### src/rtl/modem_status_ctl.sv
module modem_status_ctl #(
  parameter int SYNC_STAGES = 2,
  parameter int MSI_EN_BIT  = 3
) (
  input  logic       clk,
  input  logic       rst_n,
  input  logic       bus_sel,
  input  logic       bus_wr,
  input  logic       bus_rd,
  input  logic [1:0] bus_addr,
  input  logic [7:0] bus_wdata,
  output logic [7:0] bus_rdata,
  input  logic       cts_in,
  input  logic       dsr_in,
  input  logic       ri_in,
  input  logic       dcd_in,
  output logic       loop_active,
  output logic       irq
);
  localparam logic [1:0] A_IER = 2'd0;
  localparam logic [1:0] A_MCR = 2'd1;
  localparam logic [1:0] A_MSR = 2'd2;
  localparam int LAST = SYNC_STAGES - 1;

  logic [3:0] ier_q;
  logic [4:0] mcr_q;
  logic [3:0] state_q, delta_q, src, edge_vec;
  logic [3:0] sync_q [SYNC_STAGES];
  logic       wr_ier, wr_mcr, rd_msr;
  logic       unused_wdata;

  assign unused_wdata = ^bus_wdata[7:5];
  assign wr_ier = bus_sel & bus_wr & (bus_addr == A_IER);
  assign wr_mcr = bus_sel & bus_wr & (bus_addr == A_MCR);
  assign rd_msr = bus_sel & bus_rd & (bus_addr == A_MSR);

  always_ff @(posedge clk or negedge rst_n) begin
    if (!rst_n) begin
      for (int i = 0; i < SYNC_STAGES; i++) sync_q[i] <= '0;
    end else begin
      sync_q[0] <= {dcd_in, ri_in, dsr_in, cts_in};
      for (int i = 1; i < SYNC_STAGES; i++) sync_q[i] <= sync_q[i-1];
    end
  end

  assign loop_active = mcr_q[4];
  assign src = loop_active ? {mcr_q[3], mcr_q[2], mcr_q[0], mcr_q[1]} : sync_q[LAST];
  assign edge_vec = {src[3] ^ state_q[3], state_q[2] & ~src[2],
                     src[1] ^ state_q[1], src[0] ^ state_q[0]};

  always_ff @(posedge clk or negedge rst_n) begin
    if (!rst_n) begin
      ier_q   <= '0;
      mcr_q   <= '0;
      state_q <= '0;
      delta_q <= '0;
    end else begin
      if (wr_ier) ier_q <= bus_wdata[3:0];
      if (wr_mcr) mcr_q <= bus_wdata[4:0];
      state_q <= src;
      delta_q <= (rd_msr ? 4'b0 : delta_q) | edge_vec;
    end
  end

  assign irq = ier_q[MSI_EN_BIT] & (|delta_q);

  always_comb begin
    case (bus_addr)
      A_IER:   bus_rdata = {4'b0, ier_q};
      A_MCR:   bus_rdata = {3'b0, mcr_q};
      A_MSR:   bus_rdata = {state_q, delta_q};
      default: bus_rdata = 8'h00;
    endcase
  end

  AST_FLAGS_STICKY: assert property (@(posedge clk) disable iff (!rst_n)
    !rd_msr |=> ((delta_q & $past(delta_q)) == $past(delta_q)));
  AST_READ_CLEARS: assert property (@(posedge clk) disable iff (!rst_n)
    (rd_msr && edge_vec == 4'b0) |=> (delta_q == 4'b0));
  AST_RING_NO_LEAD: assert property (@(posedge clk) disable iff (!rst_n)
    !state_q[2] |=> !$rose(delta_q[2]));
  AST_LOOP_IGNORES_PINS: assert property (@(posedge clk) disable iff (!rst_n)
    (mcr_q[4] && $past(mcr_q[4]) && $stable(mcr_q)) |=> $stable(state_q));
  AST_MCR_TOP_ZERO: assert property (@(posedge clk) disable iff (!rst_n)
    (bus_addr == A_MCR) |-> (bus_rdata[7:5] == 3'b0));
  AST_IRQ_NEEDS_FLAG: assert property (@(posedge clk) disable iff (!rst_n)
    irq |-> (delta_q != 4'b0));
endmodule

### config.mk
export PLATFORM = sky130hd
export DESIGN_NAME = modem_status_ctl
export DESIGN_NICKNAME = d
export VERILOG_FILES = /design/src/rtl/modem_status_ctl.sv
export SDC_FILE = /design/constraint.sdc
export NUM_CORES = 1
export LEC_CHECK = 0
export BUFFER_PORTS_ARGS = -buffer_cell sky130_fd_sc_hd__buf_2
export CORE_AREA = 2 2 68 70
export DETAILED_ROUTE_END_ITERATION = 12
export DIE_AREA = 0 0 70 72
export PLACE_DENSITY = 0.48
export REMOVE_ABC_BUFFERS = 1
export SYNTH_ARGS = -nofsm -noshare
export SYNTH_HDL_FRONTEND = slang
export SYNTH_SLANG_ARGS = --single-unit
### constraint.sdc
create_clock -name clk -period 1.2 [get_ports clk]
set_input_delay 0.3 -clock clk [delete_from_list [all_inputs] [get_ports clk]]
set_output_delay 0.3 -clock clk [all_outputs]
set_load 0.01 [all_outputs]
==> impl_results.md <==
- Outcome: finished, violations left
- Final Hold Viols: 0
- Worst setup margin: -307 ps
- Gp weighted congestion: 0.800
- Iter 0 DRT Violations: 19
- Wirelength per Cell: 12.9 um
- First drt pass iteration count: 4
- Critical path data required time: 900 ps
- Skew final: 1.63 ps
- Netlist Area Pre-Place: 1030 um^2
- Layout net count: 147
- Die Area: 5040 um^2
- Final wirelength: 2300 um
- Core box area: 4260 um^2
- Combinational Power Share: 32.0%
- CTS root buf: clkbuf_8
- Post-Syn Instances: 72
- WP buf/inv: 1
- Maxcap violations: 0
- Violated checks: negative setup slack
- P_leak: 0.739 nW
- Pwr/cell area: 1470 nW/um^2
- Die Width: 70 um
- Cell chain of the critical path: o41a_1 > buf_2
- Crit Path Max Fanout: 2
- Tmin final: 1510 ps
- Net Sw Frac: 27.0%
- Total CTS buffers: 3
- Ports: 29
- CP endpoint kind: output pin
- Ys Warns: 0
- Vias in the first global route: 862
- Worst min path class: in -> reg
- Slew headroom: 78.4%
- Setup-failing EPs final: 15
- Crit path launch type: flip-flop
- Layout area overhead: 50.5%
- Antenna-violating nets left: 0
- Int Pwr: 1.67 mW
- Data arrival, critical path: 1210 ps
- Global-route wire length before repair: 3950 um
- Clock group share of total power: 21.5%
- Clock Latency Late Sink: 260 ps
- PortBufs: 25
- Placed insts: 157
- Layout cells sized above 1: 61.4%
- Commonest cells after routing, fill and taps aside: 24 x dfrtp_1, 23 x buf_2, 17 x buf_4
- TritonCTS clock tree: yes
- Fill cell count: 432
- Critical Path Max Stage Delay: 420 ps
- Max Slew Vio Count: 0
- Worst Setup Path Type: reg -> out
- RSZ-0062 raised after global routing: yes
- Delay-heaviest family, CP: compound AO/OA/AOI/OAI gates
- Peak VDD IR: 0.682 mV
- Setup_tns: -1820 ps
- Fmax: 664 MHz
- Antenna diodes: 0
- Max Buffers Root-to-Sink: 2
- All-layer global routing usage: 9.92%
- Final period utilization: 126%
- TritonCTS Sinks: 25
- Gr ovfl total: 0
- DR vias/cell: 4.17
- Clock Pin Slew Worst Setup and Hold Paths: 90 ps
- R2R Setup Slk: -130 ps
- Worst hold-check slack: 135 ps
- Initial antenna violation count: 0
- Worst-margin pin slew: 324 ps
- Residual DRC: 0
- Initial Util: 24.2%
- Total power: 2.29 mW
- Sequential power share: 46.5%
- Detail Placement HPWL: 1700 um
- FF+latch count, synth: 25
- Net Sw Power: 0.617 mW
- Register area share after synthesis: 60.5%
- Largest net degree at the start of global routing: 16
- Vias post-DR: 747
- Htree depth: 1
- Fin cells: 179
- Mean Syn Cell Area: 14.4 um^2
- Critical-path top delay cell: o41a_1
- Row cnt: 24
- Die Ht: 72 um
- Post-synth cell types: 16
- Most common cell after layout, fill and taps aside: dfrtp_1
## synthesized netlist by cell type, drive strengths merged
| library cell | n | area, um^2 |
|---|---|---|
| a21o | 3 | 22.5 |
| and2 | 3 | 18.8 |
| buf | 2 | 22.5 |
| dfrtp | 25 | 626 |
| inv | 1 | 3.75 |
| mux2 | 13 | 146 |
| mux2i | 4 | 40.0 |
| nand2 | 7 | 26.3 |
| nand3 | 1 | 17.5 |
| nand4b | 1 | 8.76 |
| nor2b | 1 | 13.8 |
| nor3 | 1 | 16.3 |
| o21ai | 5 | 25.0 |
| o2bb2ai | 1 | 8.76 |
| o41a | 1 | 11.3 |
| xor2 | 3 | 26.3 |
## state kept, by name, summed over array words and instances, names as in the netlist
register  cells
delta_q       4
ier_q         4
mcr_q         5
state_q       4
sync_q        8
## through the flow
| step | utilization [%] | cell area, um^2 | worst slack, ps |
|---|---|---|---|
| 2_1_floorplan | - | 1010 | -30.9 |
| 3_3_place_gp | 30.2 | 1290 | -203 |
| 3_5_place_dp | 30.2 | 1290 | -219 |
| 4_1_cts | 34.7 | 1480 | -312 |
| 5_1_grt | 36.5 | 1560 | -354 |
| 6_report | 36.5 | 1560 | -307 |
## worst paths after layout
check,to,start,cells after the start
max in group asynchronous,mcr_q[4],rst_n,3
setup / recovery,irq,delta_q[0],2
hold / removal,sync_q[5],dsr_in,1
min in group asynchronous,sync_q[6],rst_n,2
hold reg to reg,sync_q[0],sync_q[4],0
setup reg to reg,delta_q[1],mcr_q[4],4
## cell families after synthesis
group,synth area share (%)
DFF,60.5
buffers and inverters,2.54
and+or+nand+nor,9.81
xor gates and xnor gates,2.54
AOI/OAI and AO/OA,6.54
muxes,18.0
## timing repair
action / 4_1_cts / 5_1_grt
endpoints found under the setup margin: 14 / 13
gates cloned: 1 / 0
pin swaps: 3 / 1
resized for setup: 21 / 6
buffers inserted: 11 / 7
hold buffers: 1 / 0
endpoints found under the hold margin: 10 / 0
## power groups by stage
stage                     clock network, mW  registers, mW  logic (mW)
final                                 0.492           1.06       0.733
after global routing                  0.558           1.08       0.795
after CTS                             0.513           1.07       0.632
after detailed placement                  0           1.09       0.455
after global placement                    0           1.09       0.441
after floorplan                           0           1.06       0.242
## metal layers
metal	wire [um]	global-route usage, %	up-vias
met2	1150	16.8	15
li1	-	-	360
met4	10	3.42	0
met5	0	0	-
met1	1050	12.4	370
met3	86	2.50	2
## cell type report
type	count	area, um^2	area share, %
flip-flops and latches	25	627	40.3
clock inverters	1	5.00	0.322
multi-input cells	45	428	27.5
clock buffers	3	41.3	2.65
inverters	1	3.75	0.241
repair buffers	52	385	24.8
well taps	52	65.1	4.18
(Power assumes the default switching activity.)
